File: config.mk
export PLATFORM = sky130hd
export DESIGN_NAME = auth_cmd_rx
export DESIGN_NICKNAME = d
export VERILOG_FILES = /design/src/rtl/auth_rx_pkg.sv /design/src/rtl/line_sync_fall.sv /design/src/rtl/gap_timer.sv /design/src/rtl/frame_decoder.sv /design/src/rtl/auth_cmd_rx.sv
export SDC_FILE = /design/constraint.sdc
export NUM_CORES = 1
export LEC_CHECK = 0
export ABC_CLOCK_PERIOD_IN_PS = 6200
export BUFFER_PORTS_ARGS = -buffer_cell sky130_fd_sc_hd__buf_2
export CORE_MARGIN = 2
export CORE_UTILIZATION = 63
export DETAILED_ROUTE_END_ITERATION = 12
export GPL_TIMING_DRIVEN = 0
export PLACE_DENSITY = 0.91
export SLEW_MARGIN = 0
export SYNTH_ARGS = -nofsm -noshare
export SYNTH_HDL_FRONTEND = slang
export SYNTH_HIERARCHICAL = 1
export SYNTH_SLANG_ARGS = --single-unit
File: constraint.sdc
create_clock -name clk -period 6.2 [get_ports clk]
set_clock_uncertainty 0.15 [all_clocks]
set_input_delay 0.62 -clock clk [delete_from_list [all_inputs] [get_ports clk]]
set_output_delay 0.62 -clock clk [all_outputs]
set_load 0.01 [all_outputs]
File: src/rtl/auth_rx_pkg.sv
package auth_rx_pkg;
  typedef enum logic [1:0] {
    REQ_NONE  = 2'd0,
    REQ_ERASE = 2'd1,
    REQ_UART  = 2'd2
  } req_e;
endpackage

File: src/rtl/line_sync_fall.sv
// Synchronizes the serial clock and data lines and flags each falling
// edge of the serial clock in the system clock domain.
module line_sync_fall #(
  parameter int STAGES = 2
) (
  input  logic clk,
  input  logic rst_n,
  input  logic line_clk,
  input  logic line_dat,
  output logic fall,
  output logic dat_s
);
  logic [STAGES-1:0] clk_sr_q, clk_sr_d;
  logic [STAGES-1:0] dat_sr_q, dat_sr_d;
  logic              clk_prev_q;

  always_comb begin
    clk_sr_d = {clk_sr_q[STAGES-2:0], line_clk};
    dat_sr_d = {dat_sr_q[STAGES-2:0], line_dat};
  end

  always_ff @(posedge clk or negedge rst_n) begin
    if (!rst_n) begin
      clk_sr_q   <= '1;
      dat_sr_q   <= '0;
      clk_prev_q <= 1'b1;
    end else begin
      clk_sr_q   <= clk_sr_d;
      dat_sr_q   <= dat_sr_d;
      clk_prev_q <= clk_sr_q[STAGES-1];
    end
  end

  assign fall  = clk_prev_q & ~clk_sr_q[STAGES-1];
  assign dat_s = dat_sr_q[STAGES-1];
endmodule

File: src/rtl/gap_timer.sv
// Saturating millisecond counter, cleared on each taken bit.
module gap_timer #(
  parameter int LIMIT = 400
) (
  input  logic clk,
  input  logic rst_n,
  input  logic tick,
  input  logic clear,
  output logic over
);
  localparam int W = $clog2(LIMIT + 2);
  localparam logic [W-1:0] SAT = W'(LIMIT + 1);
  localparam logic [W-1:0] ONE = W'(1);

  logic [W-1:0] cnt_q, cnt_d;
  logic         cnt_en;

  always_comb begin
    cnt_en = clear | (tick & (cnt_q != SAT));
    cnt_d  = clear ? '0 : cnt_q + ONE;
  end

  always_ff @(posedge clk or negedge rst_n) begin
    if (!rst_n)      cnt_q <= '0;
    else if (cnt_en) cnt_q <= cnt_d;
  end

  assign over = (cnt_q == SAT);
endmodule

File: src/rtl/frame_decoder.sv
// Token gate, command assembly and decode into registered request pulses.
module frame_decoder
  import auth_rx_pkg::*;
#(
  parameter int              TOKEN_W    = 16,
  parameter logic [TOKEN_W-1:0] TOKEN   = 16'h5A5A,
  parameter int              CODE_W     = 4,
  parameter logic [CODE_W-1:0] ERASE_CODE = 4'hF
) (
  input  logic clk,
  input  logic rst_n,
  input  logic bit_en,
  input  logic bit_val,
  input  logic timed_out,
  input  logic lock,
  output logic erase_req,
  output logic uart_req
);
  localparam int FRAME_W = TOKEN_W + CODE_W;
  localparam int POS_W   = $clog2(FRAME_W + 1);
  localparam int TIDX_W  = $clog2(TOKEN_W);
  localparam int CIDX_W  = $clog2(CODE_W);
  localparam logic [POS_W-1:0] TOK_END   = POS_W'(TOKEN_W);
  localparam logic [POS_W-1:0] FRAME_END = POS_W'(FRAME_W);
  localparam logic [POS_W-1:0] ONE       = POS_W'(1);

  logic [POS_W-1:0]  pos_q, pos_d, pos_eff, code_off;
  logic [CODE_W-1:0] code_q, code_d;
  req_e              req_d;
  logic              erase_q, uart_q;

  always_comb begin
    pos_eff  = timed_out ? '0 : pos_q;
    code_off = pos_eff - TOK_END;
    pos_d    = pos_q;
    code_d   = code_q;
    req_d    = REQ_NONE;
    if (bit_en) begin
      if (pos_eff < TOK_END) begin
        code_d = '0;
        if (bit_val == TOKEN[pos_eff[TIDX_W-1:0]]) pos_d = pos_eff + ONE;
        else                                        pos_d = '0;
      end else begin
        code_d[code_off[CIDX_W-1:0]] = bit_val;
        pos_d = pos_eff + ONE;
        if (pos_d == FRAME_END) begin
          if (code_d != ERASE_CODE) req_d = REQ_UART;
          else if (!lock)           req_d = REQ_ERASE;
          pos_d  = '0;
          code_d = '0;
        end
      end
    end
  end

  always_ff @(posedge clk or negedge rst_n) begin
    if (!rst_n) begin
      pos_q   <= '0;
      code_q  <= '0;
      erase_q <= 1'b0;
      uart_q  <= 1'b0;
    end else begin
      if (bit_en) begin
        pos_q  <= pos_d;
        code_q <= code_d;
      end
      erase_q <= (req_d == REQ_ERASE);
      uart_q  <= (req_d == REQ_UART);
    end
  end

  assign erase_req = erase_q;
  assign uart_req  = uart_q;
endmodule

File: src/rtl/auth_cmd_rx.sv
module auth_cmd_rx #(
  parameter int               SYNC_STAGES = 2,
  parameter int               TOKEN_W     = 16,
  parameter logic [TOKEN_W-1:0] TOKEN     = 16'h5A5A,
  parameter int               CODE_W      = 4,
  parameter logic [CODE_W-1:0]  ERASE_CODE = 4'hF,
  parameter int               TIMEOUT_MS  = 400
) (
  input  logic clk,
  input  logic rst_n,
  input  logic ms_tick,
  input  logic ser_clk,
  input  logic ser_dat,
  input  logic seq_lock,
  output logic erase_req,
  output logic uart_on_req
);
  logic fall, dat_s, over;

  line_sync_fall #(.STAGES(SYNC_STAGES)) u_sync (
    .clk(clk), .rst_n(rst_n), .line_clk(ser_clk), .line_dat(ser_dat),
    .fall(fall), .dat_s(dat_s)
  );

  gap_timer #(.LIMIT(TIMEOUT_MS)) u_gap (
    .clk(clk), .rst_n(rst_n), .tick(ms_tick), .clear(fall), .over(over)
  );

  frame_decoder #(
    .TOKEN_W(TOKEN_W), .TOKEN(TOKEN), .CODE_W(CODE_W), .ERASE_CODE(ERASE_CODE)
  ) u_dec (
    .clk(clk), .rst_n(rst_n), .bit_en(fall), .bit_val(dat_s),
    .timed_out(over), .lock(seq_lock),
    .erase_req(erase_req), .uart_req(uart_on_req)
  );
endmodule

==> results_dict.tcl, run 1 <==
set metrics [dict create \
    status "finished clean" \
    n_fill_cell 139 \
    start_util_pct 68.6 \
    synthMuxAreaShare_pct 2.35 \
    place.gp.congestion 0.832 \
    ys_types 45 \
    hold_viol 0 \
    critPathCaptureType "flip-flop" \
    path_clk_slew_ns 0.14 \
    crit_fanout 10 \
    antenna_found_initial 0 \
    grt_pass1_vias 1058 \
    synth_edf_count 0 \
    grt.total_usage_pct 23.5 \
    crit_chain "inv_1, ha_1, nand4bb_1, nor2_1, buf_6, nand2b_1, a31o_2, nor3_1, a22o_1" \
    ioPinCount 8 \
    worstSetupPathType "reg2reg" \
    synthAdderAreaFrac_pct 1.81 \
    cpMaxStageDelayCell "dfrtp_1" \
    cts_hold_buf 0 \
    drtIter0Drc 64 \
    tightest_slew_ns 0.541 \
    routed_wl_um 2690 \
    clock_path_buffers 2 \
    hpwl_um 1980 \
    grt_overflow 0 \
    min-delay-path-class "in2async" \
    syn_to_final_growth_pct 6.95 \
    clock_sinks 25 \
    post-cts-setup-buffers 0 \
    dieArea_sq_um 2590 \
    critPathMaxStageDelay_ns 0.45 \
    fmax_mhz 432 \
    slew_viol_final 0 \
    synth_top_family_by_area "simple AND/OR/NAND/NOR gates" \
    diodes 0 \
    yosys-top-cells-area "dfrtp_1, dfstp_2, nor2_1, a21oi_1, o21ai_0" \
    io_buffer_count 7 \
    cts.htree.levels 1 \
    syn_area_per_cell_sq_um 9.83 \
    synthesis.nets 149 \
    cts-buffers-inserted 3 \
    setup_tns_ns 0 \
    arrival_ns 2.43 \
    slew_headroom_pct 63.9 \
    ys_seq_elements 25 \
    yosys_warnings 6 \
    maxCapViolCount 0 \
    finalSetupViolations 0 \
    wire_per_inst_um 15.1 \
    core_sq_um 2020 \
    grt_pass1_wl_um 4690 \
    syn-cell-area_sq_um 1390 \
    synthArstFlopShare_pct 100 \
    finalCriticalPeriod_ns 2.31 \
    mostFrequentLayoutCell "dfrtp_1" \
    leakage_nw 0.640 \
    synthSimpleGateAreaFrac_pct 22.3 \
    postRouteAntennaNets 0 \
    cts_tree "done" \
    layout-drive-gt1-share_pct 17.8 \
    period_share_pct 37.3 \
    drc_errors 0 \
    die_h_um 50.9 \
    critPathLaunchType "flip-flop" \
    yosysSeqAreaShare_pct 45.4 \
    synth_compound_area_share_pct 19.6 \
    post_cts_resized 0 \
    synth-main-ff-cell "dfrtp_1" \
    cp.required_ns 6.31 \
    clockRootBuffer "clkbuf_4" \
    ir_worst_vdd_v 0.000207 \
    p_per_area_nw_per_um2 321 \
    rsz0062_at_grt "no" \
    insertion_delay_ns 0.31 \
    vias_per_cell 6.36 \
    route.vias.total 1138 \
    layout_common_cells "dfrtp_1, nor2_1, o21ai_0, a21oi_1" \
    synth_top_area_cell "dfrtp_1" \
    synth_xor_area_share_pct 2.53 \
    netlist.area_leader.share_pct 39.7 \
    drt_pass1_iterations 4 \
    grt_max_degree 26 \
    totalPowerFinal_mw 0.477 \
    die_x_um 50.9 \
    synth_cells 141 \
    row_count 16 \
    fin_nets 161 \
]
cell type report:
cell class	count	area [sq um]	share of cell area, %
well taps	27	33.8	2.28
multi-input cells	100	673	45.4
plain buffers	7	50.0	3.38
repair buffers	7	35.0	2.36
inverters	9	33.8	2.28
flip-flops and latches	25	629	42.4
clock inverters	1	5.00	0.338
clock buffers	3	22.5	1.52
synth_stat cells, types with 2 or more instances:
cell type   n
a211o_1     4
a21oi_1     9
a22o_1      4
buf_4       2
buf_6       2
clkbuf_1    2
dfrtp_1    22
dfstp_2     3
ha_1        2
inv_1       8
nand2_1     7
nand2b_1    2
nand3_1     6
nand4_1     2
nand4bb_1   2
nor2_1     13
nor2b_1     4
nor3_1      6
o21ai_0     9
o22ai_1     2
or3_1       4
xor2_1      3
where the power goes:
group / total (mW) / internal, mW / leakage [nW] / switching (mW)
Clock: 0.0719 / 0.0241 / 0.0177 / 0.0479
Sequential: 0.226 / 0.194 / 0.308 / 0.0320
Combinational: 0.179 / 0.0775 / 0.315 / 0.101
Total: 0.477 / 0.296 / 0.640 / 0.181
critical path, delay by kind of cell (launching register included):
kind | cells | cell delay, ns
buffers and inverters | 2 | 0.23
and+or+nand+nor | 4 | 0.78
DFF | 1 | 0.45
adders and majority gates | 1 | 0.19
AOI/OAI and AO/OA | 2 | 0.47
registers in the layout, indices dropped and copies added, names as in the netlist:
signal             count
u_dec/erase_req        1
u_dec/uart_req         1
u_sync/clk_prev_q      1
u_gap/cnt_q            9
u_sync/dat_sr_q        2
u_sync/clk_sr_q        2
u_dec/pos_q            5
u_dec/code_q           4
cells by family after synthesis:
kind of cell	count (synthesis)
compound gates	39
xor+xnor	4
fa+ha+maj	2
buf+inv	16
flops	25
mux	3
simple gates	52
final timing paths:
path,start,endpoint,slack (ns),depth (start not counted)
worst min-delay path,rst_n,u_dec/pos_q[1]$_DFFE_PN0P_,0.11,1
worst max register to register,u_gap/cnt_q[1]$_DFFE_PN0P_,u_dec/code_q[1]$_DFFE_PN0P_,3.89,9
max in group asynchronous,rst_n,u_sync/clk_sr_q[0]$_DFF_PN1_,5.41,1
worst max-delay path,u_gap/cnt_q[1]$_DFFE_PN0P_,u_dec/code_q[1]$_DFFE_PN0P_,3.89,9
min in group clk,u_sync/dat_sr_q[0]$_DFF_PN0_,u_sync/dat_sr_q[1]$_DFF_PN0_,0.22,0
worst min register to register,u_sync/dat_sr_q[0]$_DFF_PN0_,u_sync/dat_sr_q[1]$_DFF_PN0_,0.22,0
through the flow:
step                      utilization, %  std cells  hold WS (ns)  instance area, sq um  setup slack (ns)
after floorplan                        -        141         0.174                  1390              4.13
after global placement              72.0        175         0.187                  1460              4.03
after detailed placement            72.0        175         0.186                  1460              3.94
after CTS                           73.3        179         0.131                  1480              3.90
after global routing                73.3        179         0.136                  1480              3.73
final                               73.3        179         0.114                  1480              3.89
metal layers:
metal  vias to the layer above  GRT usage (%)  wire length, um
met5                         -              0                0
met4                         0           6.76               19
met3                         4           4.09              172
met2                        54           39.2             1300
met1                       550           31.5             1210
li1                        530              -                -
Power figures use the tool's default switching activity.
==> run 2, diff against run 1 <==
--- a/config.mk
+++ b/config.mk
@@ -5,13 +5,15 @@
 export SDC_FILE = /design/constraint.sdc
 export NUM_CORES = 1
 export LEC_CHECK = 0
-export ABC_CLOCK_PERIOD_IN_PS = 6200
+export ABC_AREA = 1
+export ABC_CLOCK_PERIOD_IN_PS = 1900
 export BUFFER_PORTS_ARGS = -buffer_cell sky130_fd_sc_hd__buf_2
+export CORE_ASPECT_RATIO = 1.75
 export CORE_MARGIN = 2
-export CORE_UTILIZATION = 63
+export CORE_UTILIZATION = 54
 export DETAILED_ROUTE_END_ITERATION = 12
 export GPL_TIMING_DRIVEN = 0
-export PLACE_DENSITY = 0.91
+export PLACE_DENSITY = 0.84
 export SLEW_MARGIN = 0
 export SYNTH_ARGS = -nofsm -noshare
 export SYNTH_HDL_FRONTEND = slang
==> constraint.sdc (replaced) <==
create_clock -name clk -period 1.9 [get_ports clk]
set_clock_uncertainty 0.15 [all_clocks]
set_input_delay 0.19 -clock clk [delete_from_list [all_inputs] [get_ports clk]]
set_output_delay 0.19 -clock clk [all_outputs]
set_load 0.01 [all_outputs]
==> run 2 against run 1 <==
- the run now ends with setup timing left
- combinational power rose to 2.8 times the previous value
- global-route usage shrank 1.7 points
- power increased to 3.1 times the previous value
- critical path depth rose by 3
- die area increased by 23%
- synthesized cell count up 40%
- first-iteration DRC count decreased by 33%
- final cell count rose by 37%
- sequential share of layout area decreased by 8.0 points
- sequential power rose to 2.9 times the previous value
- register-to-register slack got worse by 4.0 ns
- fmax increased by 17%
==> results_dict.tcl, run 2 <==
set metrics [dict create \
    crit_fanout 8 \
    syn_to_final_growth_pct 23.9 \
    cp.required_ns 1.86 \
    worstSetupPathType "reg2reg" \
    final_area_sq_um 1830 \
    grt_pass1_vias 1315 \
    die_x_um 43.5 \
    p_per_area_nw_per_um2 812 \
    wire_per_inst_um 14.3 \
    diodes 0 \
    synth-main-ff-cell "dfrtp_1" \
    critPathLaunchType "flip-flop" \
    synth_edf_count 0 \
    multi_input_area_sq_um 847 \
    layout_common_cells "nand2_1, dfrtp_1, inv_1" \
    postRouteAntennaNets 0 \
    yosys-top-cells-area "dfrtp_1, nand2_1, nand3_1, inv_1, nor2_1" \
    leakage_nw 0.853 \
    ys_seq_elements 25 \
    grt_max_degree 26 \
    largest_reg_flops 9 \
    critPathCaptureType "flip-flop" \
    cts-buffers-inserted 3 \
    violations "setup timing" \
    status "complete, but fails checks" \
    cts_tree "done" \
    finalCriticalPeriod_ns 1.98 \
    netlist.area_leader.share_pct 37.3 \
    yosys_warnings 6 \
    reg_top3 "u_gap/cnt_q x9, u_dec/pos_q x5, u_dec/code_q x4" \
    row_count 25 \
    maxCapViolCount 0 \
    antenna_found_initial 0 \
    grt.total_usage_pct 21.8 \
    tightest_slew_ns 0.555 \
    path_clk_slew_ns 0.09 \
    place.gp.congestion 0.888 \
    ir_worst_vdd_v 0.000503 \
    route.vias.total 1360 \
    mostFrequentLayoutCell "nand2_1" \
    drt_pass1_iterations 4 \
    synthesis.nets 206 \
    grt_overflow 0 \
    dp.cells 232 \
    yosysSeqAreaShare_pct 42.6 \
    n_fill_cell 220 \
    syn-cell-area_sq_um 1480 \
    min-delay-path-class "in2reg" \
    hpwl_um 2140 \
    drtIter0Drc 43 \
    fin_nets 227 \
    synth_cells 198 \
    finalSetupViolations 8 \
    arrival_ns 1.94 \
    synthArstFlopShare_pct 100 \
    grt_pass1_wl_um 5270 \
    die_h_um 73.2 \
    yosysMostFrequentCell "nand2_1" \
    insertion_delay_ns 0.26 \
    drc_errors 0 \
    io_buffer_count 7 \
    core_sq_um 2660 \
    period_share_pct 104 \
    ys_types 27 \
    layout-drive-gt1-share_pct 30.7 \
    fmax_mhz 505 \
    rsz0062_at_grt "yes" \
    seq_area_sq_um 629 \
    synth_common_cells "nand2_1, inv_1, nand3_1" \
    slew_headroom_pct 63.0 \
    cts.htree.levels 1 \
    dpl_cell_area_sq_um 1550 \
    final_cells 245 \
    start_util_pct 55.5 \
    vias_per_cell 5.55 \
    dieArea_sq_um 3180 \
    ioPinCount 8 \
    clockRootBuffer "clkbuf_8" \
    largest_register "u_gap/cnt_q" \
    syn_area_per_cell_sq_um 7.46 \
    clock_path_buffers 2 \
    clock_sinks 25 \
    slew_viol_final 0 \
    routed_wl_um 3500 \
    final.setup.worst_slack_ns -0.0800 \
    synth_top_area_cell "dfrtp_1" \
    hold_viol 0 \
]
## run 2: cells by family after synthesis
group / count (synthesis) / share of synthesized area (%)
fa+ha+maj: 2 / 1.69
buf+inv: 32 / 9.41
simple gates: 120 / 37.5
xor+xnor: 2 / 1.19
compound gates: 17 / 7.54
flops: 25 / 42.6
## run 2: power by group
part	switching [mW]	internal (mW)
registers	0.0841	0.582
logic	0.301	0.207
clock network	0.165	0.146
## run 2: per-layer routing
layer / wire, um / vias up / GRT usage [%]
met2: 2040 / 39 / 41.8
met3: 100 / 13 / 2.23
met5: 0 / - / 0
met1: 1260 / 637 / 21.6
li1: - / 671 / -
met4: 104 / 0 / 12.1
## run 2: what timing repair did
item,4_1_cts,5_1_grt
cloned,0,1
endpoints found under the setup margin,11,11
hold endpoints to repair,24,0
pin swaps,2,14
hold buffers,3,0
gates resized for setup,6,33
setup buffers,3,2
## run 2: stage by stage
stage                     hold WS (ns)  utilization, %  setup WS [ns]  total power, mW  TNS [ns]
after floorplan                 -0.256               -         0.0308            0.909         0
after detailed placement        0.0691            58.2         -0.157            0.991     -1.30
after global routing           0.00287            68.8         -0.178             1.57     -1.23
after CTS                      0.00438            62.4        0.00441             1.34         0
final                           0.0150            68.8        -0.0800             1.49    -0.242
after global placement          0.0681            58.2         -0.154            0.981     -1.25
## run 2: worst paths after layout
path	startpoint	end	slack (ns)	cells past startpoint
setup / recovery	u_gap/cnt_q[1]$_DFFE_PN0P_	u_dec/code_q[3]$_DFFE_PN0P_	-0.08	12
hold / removal	seq_lock	u_dec/erase_req$_DFF_PN0_	0.02	3
setup reg to reg	u_gap/cnt_q[1]$_DFFE_PN0P_	u_dec/code_q[3]$_DFFE_PN0P_	-0.08	12
hold reg to reg	u_sync/dat_sr_q[0]$_DFF_PN0_	u_sync/dat_sr_q[1]$_DFF_PN0_	0.20	0
max in group asynchronous	rst_n	u_sync/clk_prev_q$_DFF_PN1_	0.93	2
min in group asynchronous	rst_n	u_dec/pos_q[4]$_DFFE_PN0P_	0.29	2
## run 2: final cells by class
cell class              instances  area share [%]
plain buffers                   4            2.05
clock buffers                   3            2.26
clock inverters                 1           0.274
inverters                      28            5.88
multi-input cells             141            46.3
flip-flops and latches         25            34.4
well taps                      27            1.85
repair buffers                 16            6.98
## run 2: critical path, cell delays in order, from the launching register on
cell	delay, ns
dfrtp_1	0.40
inv_2	0.09
ha_4	0.14
nand2_4	0.05
inv_2	0.05
nand2_2	0.06
nor2_4	0.15
inv_4	0.06
buf_8	0.15
nand2_2	0.11
nand4_4	0.16
nand3b_1	0.13
o21ai_0	0.14
==> run 3, diff against run 2 <==
--- a/config.mk
+++ b/config.mk
@@ -14,6 +14,7 @@
 export DETAILED_ROUTE_END_ITERATION = 12
 export GPL_TIMING_DRIVEN = 0
 export PLACE_DENSITY = 0.84
+export RECOVER_POWER = 25
 export SLEW_MARGIN = 0
 export SYNTH_ARGS = -nofsm -noshare
 export SYNTH_HDL_FRONTEND = slang
==> run 3 against run 2 <==
- the flow still finishes with violations (setup timing)
- register-to-register slack about the same
- clock power barely moved
- count of clock-buffer cells in the layout unchanged
- via count is the same
- worst setup slack is the same
- non-clock buffer count did not move
==> results_dict.tcl, run 3 (synthesis results as in run 2) <==
set metrics [dict create \
    rr_startpoint "u_gap/cnt_q[1]$_DFFE_PN0P_" \
    grt_pass1_wl_um 5270 \
    grt_pass1_vias 1315 \
    drtIter0Drc 43 \
    worstSetupPathType "reg2reg" \
    layout_common_cells "nand2_1, dfrtp_1, inv_1" \
    arrival_ns 1.94 \
    mostFrequentLayoutCell "nand2_1" \
    fmax_mhz 505 \
    wire_per_inst_um 14.3 \
    hold_slack_ns 0.0150 \
    ioPinCount 8 \
    antenna_found_initial 0 \
    drc_errors 0 \
    crit_fanout 8 \
    cts.htree.levels 1 \
    finalSetupViolations 8 \
    violations "setup timing" \
    finalCriticalPeriod_ns 1.98 \
    clock_sinks 25 \
    maxCapViolCount 0 \
    pre_cts_slack_ns -0.157 \
    grt.total_usage_pct 21.8 \
    clock_path_buffers 2 \
    place.gp.congestion 0.888 \
    dieArea_sq_um 3180 \
    path_clk_slew_ns 0.09 \
    largest_reg_flops 9 \
    p_per_area_nw_per_um2 812 \
    postRouteAntennaNets 0 \
    routed_wl_um 3500 \
    clockRootBuffer "clkbuf_8" \
    final.setup.worst_slack_ns -0.0800 \
    slew_viol_final 0 \
    row_count 25 \
    diodes 0 \
    reg_top3 "u_gap/cnt_q x9, u_dec/pos_q x5, u_dec/code_q x4" \
    syn_to_final_growth_pct 23.9 \
    grt_overflow 0 \
    slew_headroom_pct 58.9 \
    status "complete, but fails checks" \
    vias_per_cell 5.55 \
    worstHoldStart "seq_lock" \
    rsz0062_at_grt "yes" \
    layout-drive-gt1-share_pct 30.7 \
    critPathCaptureType "flip-flop" \
    drt_pass1_iterations 4 \
    cts_tree "done" \
    cp.required_ns 1.86 \
    tightest_slew_ns 0.617 \
    die_x_um 43.5 \
    leakage_nw 0.853 \
    largest_register "u_gap/cnt_q" \
    min-delay-path-class "in2reg" \
    route.vias.total 1360 \
    start_util_pct 55.5 \
    io_buffer_count 7 \
    insertion_delay_ns 0.26 \
    cts-buffers-inserted 3 \
    hold_viol 0 \
    die_h_um 73.2 \
    ir_worst_vdd_v 0.000503 \
    fin_nets 227 \
    period_share_pct 104 \
    startpoint "u_gap/cnt_q[1]$_DFFE_PN0P_" \
    critPathLaunchType "flip-flop" \
    core_sq_um 2660 \
    grt_max_degree 26 \
    hpwl_um 2140 \
]
-- run 3: cell types whose count changed in the layout (fill, tap and decap cells not counted), sizes merged --
cell | before | now
clkbuf | 5 | 6
buf | 15 | 14
-- run 3: area by class of cell --
| type | count | area [sq um] |
|---|---|---|
| flip-flops and latches | 25 | 629 |
| well taps | 27 | 33.8 |
| fillers | 220 | 830 |
| repair buffers | 16 | 128 |
| multi-input cells | 141 | 847 |
| clock buffers | 3 | 41.3 |
| inverters | 28 | 108 |
| clock inverters | 1 | 5.00 |
| plain buffers | 4 | 37.5 |
-- run 3: final timing paths --
check / endpoint / slack [ns] / depth (start not counted)
worst min-delay path: u_dec/erase_req$_DFF_PN0_ / 0.02 / 3
min in group asynchronous: u_dec/pos_q[4]$_DFFE_PN0P_ / 0.31 / 2
worst max register to register: u_dec/code_q[3]$_DFFE_PN0P_ / -0.08 / 12
worst min register to register: u_sync/dat_sr_q[1]$_DFF_PN0_ / 0.20 / 0
worst max-delay path: u_dec/code_q[3]$_DFFE_PN0P_ / -0.08 / 12
max in group asynchronous: u_dec/code_q[1]$_DFFE_PN0P_ / 0.88 / 2
-- run 3: worst max-delay path, stage by stage, from the launching register on --
cell      delay [ns]
dfrtp_1         0.40
inv_2           0.09
ha_4            0.14
nand2_4         0.05
inv_2           0.05
nand2_2         0.06
nor2_4          0.15
inv_4           0.06
buf_8           0.15
nand2_2         0.11
nand4_4         0.16
nand3b_1        0.13
o21ai_0         0.14
-- run 3: layer usage --
metal / track usage [%] / vias to the layer above / wire [um]
li1: - / 671 / -
met1: 21.6 / 637 / 1260
met2: 41.8 / 39 / 2040
met3: 2.23 / 13 / 100
met4: 12.1 / 0 / 104
met5: 0 / - / 0
-- run 3: timing repair --
item                                   in CTS  in global routing
setup endpoints to repair                  11                 11
endpoints found under the hold margin      24                  0
pin swaps                                   2                 14
cloned                                      0                  1
resized for setup                           6                 33
setup buffers                               3                  2
hold buffers                                3                  0
-- run 3: power by group --
part / switching, mW / internal [mW] / leakage [nW]
Sequential: 0.0841 / 0.582 / 0.327
Combinational: 0.301 / 0.207 / 0.501
Clock: 0.165 / 0.146 / 0.0255
Total: 0.550 / 0.936 / 0.853
-- run 3: through the flow --
stage	total power, mW	cells	TNS [ns]	util (%)	cell area, sq um
floorplan	0.909	198	0	-	1480
global placement	0.981	232	-1.25	58.2	1550
detailed placement	0.991	232	-1.30	58.2	1550
CTS	1.34	242	0	62.4	1660
global route	1.57	245	-1.23	68.8	1830
finish	1.49	245	-0.242	68.8	1830
